File: src/rtl/rmu_pkg.sv
package rmu_pkg;
    parameter int unsigned RMU_DW    = 32;
    parameter int unsigned RMU_DISPW = 8;
    parameter bit          RMU_REG   = 1'b1;
endpackage

File: src/rtl/rmu_rotl.sv
module rmu_rotl #(
    parameter int unsigned DW = rmu_pkg::RMU_DW,
    localparam int unsigned CW = $clog2(DW)
) (
    input  logic [DW-1:0] din,
    input  logic [CW-1:0] amt,
    output logic [DW-1:0] dout
);
    logic [DW-1:0] stage [0:CW];

    assign stage[0] = din;

    // one conditional rotate per amount bit, by 2**s
    for (genvar s = 0; s < CW; s++) begin : g_stage
        localparam int unsigned SH = 1 << s;
        assign stage[s+1] = amt[s] ? {stage[s][DW-1-SH:0], stage[s][DW-1:DW-SH]}
                                   : stage[s];
    end

    assign dout = stage[CW];
endmodule

File: src/rtl/rmu_maskgen.sv
module rmu_maskgen #(
    parameter int unsigned DW = rmu_pkg::RMU_DW,
    localparam int unsigned CW = $clog2(DW)
) (
    input  logic [CW-1:0] len_code,
    input  logic [CW-1:0] rot_amt,
    input  logic          rot_en,
    output logic [DW-1:0] low_mask,
    output logic [DW-1:0] mask
);
    logic [CW-1:0] eff_amt;

    // thermometer: bit i set when i <= len_code
    for (genvar i = 0; i < DW; i++) begin : g_therm
        assign low_mask[i] = (i <= int'(len_code));
    end

    assign eff_amt = rot_en ? rot_amt : '0;

    rmu_rotl #(.DW(DW)) u_mrot (
        .din  (low_mask),
        .amt  (eff_amt),
        .dout (mask)
    );
endmodule

File: src/rtl/rotmask_unit.sv
module rotmask_unit #(
    parameter int unsigned DW      = rmu_pkg::RMU_DW,
    parameter int unsigned DISPW   = rmu_pkg::RMU_DISPW,
    parameter bit          REG_OUT = rmu_pkg::RMU_REG,
    localparam int unsigned CW = $clog2(DW)
) (
    input  logic             clk,
    input  logic             rst_n,
    input  logic [DW-1:0]    a_word,
    input  logic [DW-1:0]    m_word,
    input  logic [DW-1:0]    alu_word,
    input  logic [CW-1:0]    rot_amt,
    input  logic [CW-1:0]    len_code,
    input  logic             sr_mode,
    input  logic             mr_mode,
    input  logic             byte_op,
    output logic [DW-1:0]    res_word,
    output logic [DISPW-1:0] disp_field
);
    logic [CW-1:0]    m_amt;
    logic [DW-1:0]    rot_m;
    logic [DW-1:0]    low_mask;
    logic [DW-1:0]    mask;
    logic [DW-1:0]    merged;
    logic [DW-1:0]    res_nxt;
    logic [DISPW-1:0] disp_nxt;

    assign m_amt = sr_mode ? rot_amt : '0;

    rmu_rotl #(.DW(DW)) u_drot (
        .din  (m_word),
        .amt  (m_amt),
        .dout (rot_m)
    );

    rmu_maskgen #(.DW(DW)) u_mask (
        .len_code (len_code),
        .rot_amt  (rot_amt),
        .rot_en   (mr_mode),
        .low_mask (low_mask),
        .mask     (mask)
    );

    assign merged   = (rot_m & mask) | (a_word & ~mask);
    assign res_nxt  = byte_op ? merged : alu_word;
    assign disp_nxt = rot_m[DISPW-1:0] & low_mask[DISPW-1:0];

    if (REG_OUT) begin : g_reg
        always_ff @(posedge clk or negedge rst_n) begin
            if (!rst_n) begin
                res_word   <= '0;
                disp_field <= '0;
            end else begin
                res_word   <= res_nxt;
                disp_field <= disp_nxt;
            end
        end
    end else begin : g_comb
        assign res_word   = res_nxt;
        assign disp_field = disp_nxt;
    end
endmodule


File: config.mk
export PLATFORM = sky130hd
export DESIGN_NAME = rotmask_unit
export DESIGN_NICKNAME = d
export VERILOG_FILES = /design/src/rtl/rmu_pkg.sv /design/src/rtl/rmu_rotl.sv /design/src/rtl/rmu_maskgen.sv /design/src/rtl/rotmask_unit.sv
export SDC_FILE = /design/constraint.sdc
export NUM_CORES = 1
export LEC_CHECK = 0
export BUFFER_PORTS_ARGS = -buffer_cell sky130_fd_sc_hd__buf_2
export CAP_MARGIN = 10
export CORE_MARGIN = 2
export CORE_UTILIZATION = 52
export CTS_BUF_LIST = sky130_fd_sc_hd__clkbuf_4 sky130_fd_sc_hd__clkbuf_8
export CTS_CLUSTER_SIZE = 30
export DETAILED_ROUTE_END_ITERATION = 10
export PLACE_DENSITY = 0.8
export RECOVER_POWER = 25
export SLEW_MARGIN = 20
export SYNTH_ARGS = -nofsm -noshare
export SYNTH_HDL_FRONTEND = slang
export SYNTH_SLANG_ARGS = --single-unit
File: constraint.sdc
create_clock -name clk -period 0.8 [get_ports clk]
set_input_delay 0.12 -clock clk [delete_from_list [all_inputs] [get_ports clk]]
set_output_delay 0.12 -clock clk [all_outputs]
set_load 0.03 [all_outputs]
==> results of run 1 <==
==> Yosys cell counts (15+ instances only) <==
| library cell | instances | share of area [%] |
|---|---|---|
| a31oi_1 | 15 | 1.4 |
| clkbuf_1 | 24 | 1.3 |
| buf_2 | 53 | 3.9 |
| a211oi_1 | 76 | 8.4 |
| nand3_1 | 20 | 1.5 |
| o21ai_0 | 21 | 1.5 |
| and3_1 | 36 | 3.3 |
| o31ai_1 | 15 | 1.7 |
| nor4_1 | 20 | 1.8 |
| mux2i_1 | 79 | 12 |
| nand2_1 | 33 | 1.8 |
| a21oi_1 | 82 | 6.0 |
| nor2_1 | 54 | 3.0 |
| nor3_1 | 25 | 1.8 |
| dfrtp_1 | 40 | 15 |
==> logic make-up after synthesis <==
group                      after synthesis
DFF                                     40
and+or+nand+nor                        240
muxes                                   96
AOI/OAI and AO/OA                      373
adders and majority gates                3
buffers and inverters                  112
==> metrics by stage <==
step / worst slack (ns) / hold slack [ns] / utilization, % / cell area [µm²] / TNS [ns]
floorplan: -1.04 / -0.176 / - / 7510 / -37.18
global placement: -1.58 / 0.104 / 82.6 / 10500 / -54.65
detailed placement: -1.58 / 0.111 / 82.6 / 10500 / -57.18
==> results.txt, run 1 <==
CTS sink count: 40
Synth Area in Compound Gates: 41.3%
Post-synth EDFFs: 0
IO Pins: 151
Stopped at: 4_1_cts
Yosys cell types: 90
Setup Buffers After CTS: 39
Die span in x: 118 µm
DP Wirelength: 27500 µm
Placed cell count: 1422
First error: [ERROR DPL-0033] detailed placement checks failed during check placement.
Cts hold-fix bufs: 1
Sequential area share after synthesis: 14.8%
Post-Syn Area: 6780 µm²
Mean Syn Cell Area: 7.85 µm²
Synthesized Nets: 975
XOR/XNOR Fraction of Synth Area: 0%
Synth Area in Adders: 0.443%
Die H: 118 µm
Largest family of logic cells by synthesized area: compound AO/OA/AOI/OAI gates
Post-synthesis sequential element count: 40
TritonCTS buffer count: 5
I/O Buffers: 150
CTS Buffer Depth: 2
Top_reg_cell synth: dfrtp_1
CTS Root Cell: clkbuf_8
Status: aborted with a tool error
Starting density of the core: 53.5%
FP Rows: 41
H-tree lvl count: 2
Simple-Gate Fraction of Synth Area: 18.7%
Post-synthesis mux area share: 16.0%
Post-CTS Resized: 335
Syn. warnings: 0
Gate Count Post-Synth: 864
Final Wtd Congestion: 1.03
Async SR Flop Fraction: 100%
==> run 2: changes to the inputs <==
- CORE_UTILIZATION: 52 -> 40
- CTS_BUF_LIST: sky130_fd_sc_hd__clkbuf_4 sky130_fd_sc_hd__clkbuf_8 -> default
- CTS_CLUSTER_SIZE: 30 -> default
- PLACE_DENSITY: 0.8 -> default
- PLACE_DENSITY_LB_ADDON: default -> 0.15
- clock period: 0.8 -> 1 ns (I/O delays scaled with it)
==> run 2 against run 1 <==
  * The flow now finishes, with violations (setup timing)
  * Synthesized cell count unchanged
  * Synthesized area unchanged
==> results.txt, run 2 <==
Critical hold path startpoint: alu_word[13]
Largest register by flop count: res_word
Initial DRT Pass Iterations: 7
Pin count of the biggest net entering global routing: 48
Worst slack at placement: -1.42 ns
Sequential area share after synthesis: 14.8%
Synthesized Nets: 975
TritonCTS clock tree: yes
Number of max-cap violations: 0
DR top layer: met4
Die area: 18000 µm²
CTS sink count: 40
Iter 0 DRT Violations: 1180
Max-slew violation count: 0
Worst-path maximum fanout: 11
Placed cell count: 1463
Starting density of the core: 40.9%
Routed WL: 37600 µm
Die H: 134 µm
Crit path DAT: 2.20 ns
Final Wtd Congestion: 1.02
Failing checks: setup timing
Final Setup Violations: 41
Post-synth top cells: a21oi_1 (82), mux2i_1 (79), a211oi_1 (76)
PwrDens: 841 nW/µm²
Most numerous cell in the Yosys netlist: a21oi_1
Synth-to-layout area growth: 94.2%
Residual DRC count: 0
Multi-input gate area: 7350 µm²
Total GRT Usage: 38.4%
Status: complete, but fails checks
Core area: 16600 µm²
IO Pins: 151
CTS Root Cell: clkbuf_16
Final Hold Vio Count: 0
Critical path startpoint category: input pin
I/O Buffers: 150
Metal-1 WL: 15000 µm
Top_reg_cell synth: dfrtp_1
Setup ws final: -1.04 ns
Critical path type: input pin to flop
RSZ-0062 raised after global routing: true
Syn. warnings: 0
Largest cells by area after synthesis: dfrtp_1 (15%), mux2i_1 (12%), a211oi_1 (8.4%)
Util after Layout: 79.4%
Worst EP required: 1.16 ns
Yosys cell types: 90
FP Rows: 47
Top Registers: res_word x32, disp_field x8
WHS Path Cells: 2
Diode count: 0
CTS Buffer Depth: 2
Max reg flops: 32
First-pass GRT wire length: 54500 µm
ANT nets after route: 0
Vias in the first global route: 9671
Detailed route wirelength on metal3: 3670 µm
Commonest non-fill, non-tap cell in the layout: buf_4
TritonCTS buffer count: 5
Via density: 6.65
Mean Syn Cell Area: 7.85 µm²
Async SR Flop Fraction: 100%
Die span in x: 134 µm
Fmax: 491 MHz
Most frequent cells in the layout: buf_4 (296), buf_2 (139), mux2i_1 (56), buf_6 (48), nor2_1 (47)
Reg clk slew, reported paths: 0.06 ns
Max IR drop VDD: 0.907 mV
Post-Syn Area: 6780 µm²
Wire length on met2: 16900 µm
Initial antenna violation count: 0
P_leak: 0.00541 µW
Post-synth EDFFs: 0
Share of layout cells above drive strength 1: 67.2%
Post-route minimum period: 2.04 ns
Hold Path End: res_word[13]$_DFF_PN0_
Largest area contributor in the netlist: dfrtp_1
CP Capture Type: flop
Fin nets: 1409
Total grt overflow: 0
Relative slew slack: 65.6%
Share of the synthesized area in the top cell type: 14.8%
Area occupied by registers: 1000 µm²
Worst min path class: input pin to flop
Worst-Margin Slew: 0.514 ns
H-tree lvl count: 2
Layout Cells excl Fill: 1519
# fillers: 1109
DP Wirelength: 26100 µm
Post-synthesis sequential element count: 40
Routed vias: 10100
Gate Count Post-Synth: 864
Final Cycle Share: 204%
Per-cell routed wire length: 24.7 µm
## run 2: cell counts after synthesis
No cell type changed its count.
## run 2: routing by layer
metal  vias to the layer above  track usage (%)
met5                         -                0
met4                         0             15.7
met3                       168             5.71
met2                       769             61.5
met1                      4781             52.0
li1                       4377                -
## run 2: metrics by stage
stage                     hold slack [ns]  TNS (ns)  instance area [µm²]  total power (µW)
after CTS                          0.0950    -33.97                12400             10400
after detailed placement            0.136    -51.96                10500              7580
after global placement              0.137    -51.63                10500              7550
final                               0.101    -36.02                13200             11100
after floorplan                    -0.146    -30.38                 7510              5140
after global routing                0.102    -38.23                13200             11500
## run 2: repair_timing
item                                   in CTS  in global routing
gates cloned                                6                  1
setup endpoints to repair                  41                 42
hold buffers                                1                  0
resized for setup                         283                130
pin swaps                                  83                 66
endpoints found under the hold margin      40                  0
setup buffers                              50                 12
## run 2: final cells by class
cell class              instances  area share, %
clock buffers                   5          0.950
clock inverters                 3          0.351
inverters                      11          0.389
multi-input cells             713           55.8
flip-flops and latches         40           7.60
well taps                     220           2.09
repair buffers                527           32.8
## run 2: worst max-delay path: stages
cell	delay, ns
buf_6	0.11
buf_12	0.15
buf_12	0.13
a211oi_2	0.24
o221ai_2	0.18
o211ai_1	0.26
buf_4	0.20
a31oi_4	0.10
a221oi_4	0.34
mux2i_1	0.25
a21oi_1	0.08
## run 2: report_power, final
group / switching, µW / internal (µW) / total (µW)
Clock: 642 / 1180 / 1830
Combinational: 4030 / 3340 / 7370
Sequential: 55.5 / 1830 / 1890
## run 2: kinds of logic after synthesis
| kind of cell | count (synthesis) | share of synthesized area (%) |
|---|---|---|
| buffers and inverters | 112 | 8.83 |
| AND/OR/NAND/NOR | 240 | 18.7 |
| AO/OA/AOI/OAI | 373 | 41.3 |
| adder cells (fa/ha/maj) | 3 | 0.443 |
| multiplexers | 96 | 16.0 |
| flip-flops | 40 | 14.8 |
## run 2: worst max path at each step
stage / slack (ns) / startpoint / endpoint / cells after the start
3_5_place_dp: -1.42 / rot_amt[1] / res_word[22]$_DFF_PN0_ / 11
4_1_cts: -0.97 / rot_amt[0] / res_word[14]$_DFF_PN0_ / 13
3_3_place_gp: -1.40 / rot_amt[1] / res_word[10]$_DFF_PN0_ / 10
5_1_grt: -1.08 / mr_mode / res_word[30]$_DFF_PN0_ / 10
2_1_floorplan: -0.87 / len_code[1] / res_word[7]$_DFF_PN0_ / 8
6_report: -1.04 / len_code[0] / res_word[5]$_DFF_PN0_ / 11
Note: power is estimated with default switching activity, not from simulation.
==> run 3: changes to the inputs <==
- ABC_CLOCK_PERIOD_IN_PS: default -> 1000
- CAP_MARGIN: 10 -> 40
- CORE_UTILIZATION: 40 -> 57
==> run 3 against run 2 <==
  * The flow now stops in 4_1_cts
  * Synthesized cell count unchanged
  * Synthesized area unchanged
==> results.txt, run 3 <==
Placed cell count: 1397
Final Wtd Congestion: 1.15
Post-CTS Resized: 488
CTS Buffer Depth: 2
Async SR Flop Fraction: 100%
Post-synth EDFFs: 0
Share of the synthesized area in the top cell type: 14.8%
Top_reg_cell synth: dfrtp_1
Post-synthesis sequential element count: 40
Largest area contributor in the netlist: dfrtp_1
FP Rows: 39
Post-synthesis mux area share: 16.0%
Sequential area share after synthesis: 14.8%
Post-Syn Area: 6780 µm²
Status: aborted with a tool error
CTS Root Cell: clkbuf_16
First error: [ERROR DPL-0038] Utilization greater than 100%, impossible to legalize
CTS sink count: 40
Largest cells by area after synthesis: dfrtp_1 (15%), mux2i_1 (12%), a211oi_1 (8.4%)
TritonCTS buffer count: 5
Post-synth top cells: a21oi_1 (82), mux2i_1 (79), a211oi_1 (76)
H-tree lvl count: 2
Area after DPL: 10500 µm²
Gate Count Post-Synth: 864
Largest family of logic cells by synthesized area: compound AO/OA/AOI/OAI gates
Simple-Gate Fraction of Synth Area: 18.7%
XOR/XNOR Fraction of Synth Area: 0%
Syn. warnings: 0
Most numerous cell in the Yosys netlist: a21oi_1
Die H: 113 µm
Mean Syn Cell Area: 7.85 µm²
Yosys cell types: 90
Die span in x: 113 µm
Cts hold-fix bufs: 1
Synth Area in Adders: 0.443%
Synth Area in Compound Gates: 41.3%
I/O Buffers: 150
IO Pins: 151
Starting density of the core: 58.9%
Setup Buffers After CTS: 65
Synthesized Nets: 975
Stopped at: 4_1_cts
DP Wirelength: 30200 µm
run 3: cell counts after synthesis:
Identical to the previous run, type by type.
run 3: stage by stage:
| stage | setup WS [ns] | utilization [%] | setup TNS (ns) |
|---|---|---|---|
| 3_5_place_dp | -1.67 | 90.8 | -54.24 |
| 3_3_place_gp | -1.54 | 90.8 | -49.23 |
| 2_1_floorplan | -0.873 | - | -30.38 |
run 3: cells by family after synthesis:
family / after synthesis
DFF: 40
and+or+nand+nor: 240
buffers and inverters: 112
AOI/OAI and AO/OA: 373
muxes: 96
adders and majority gates: 3
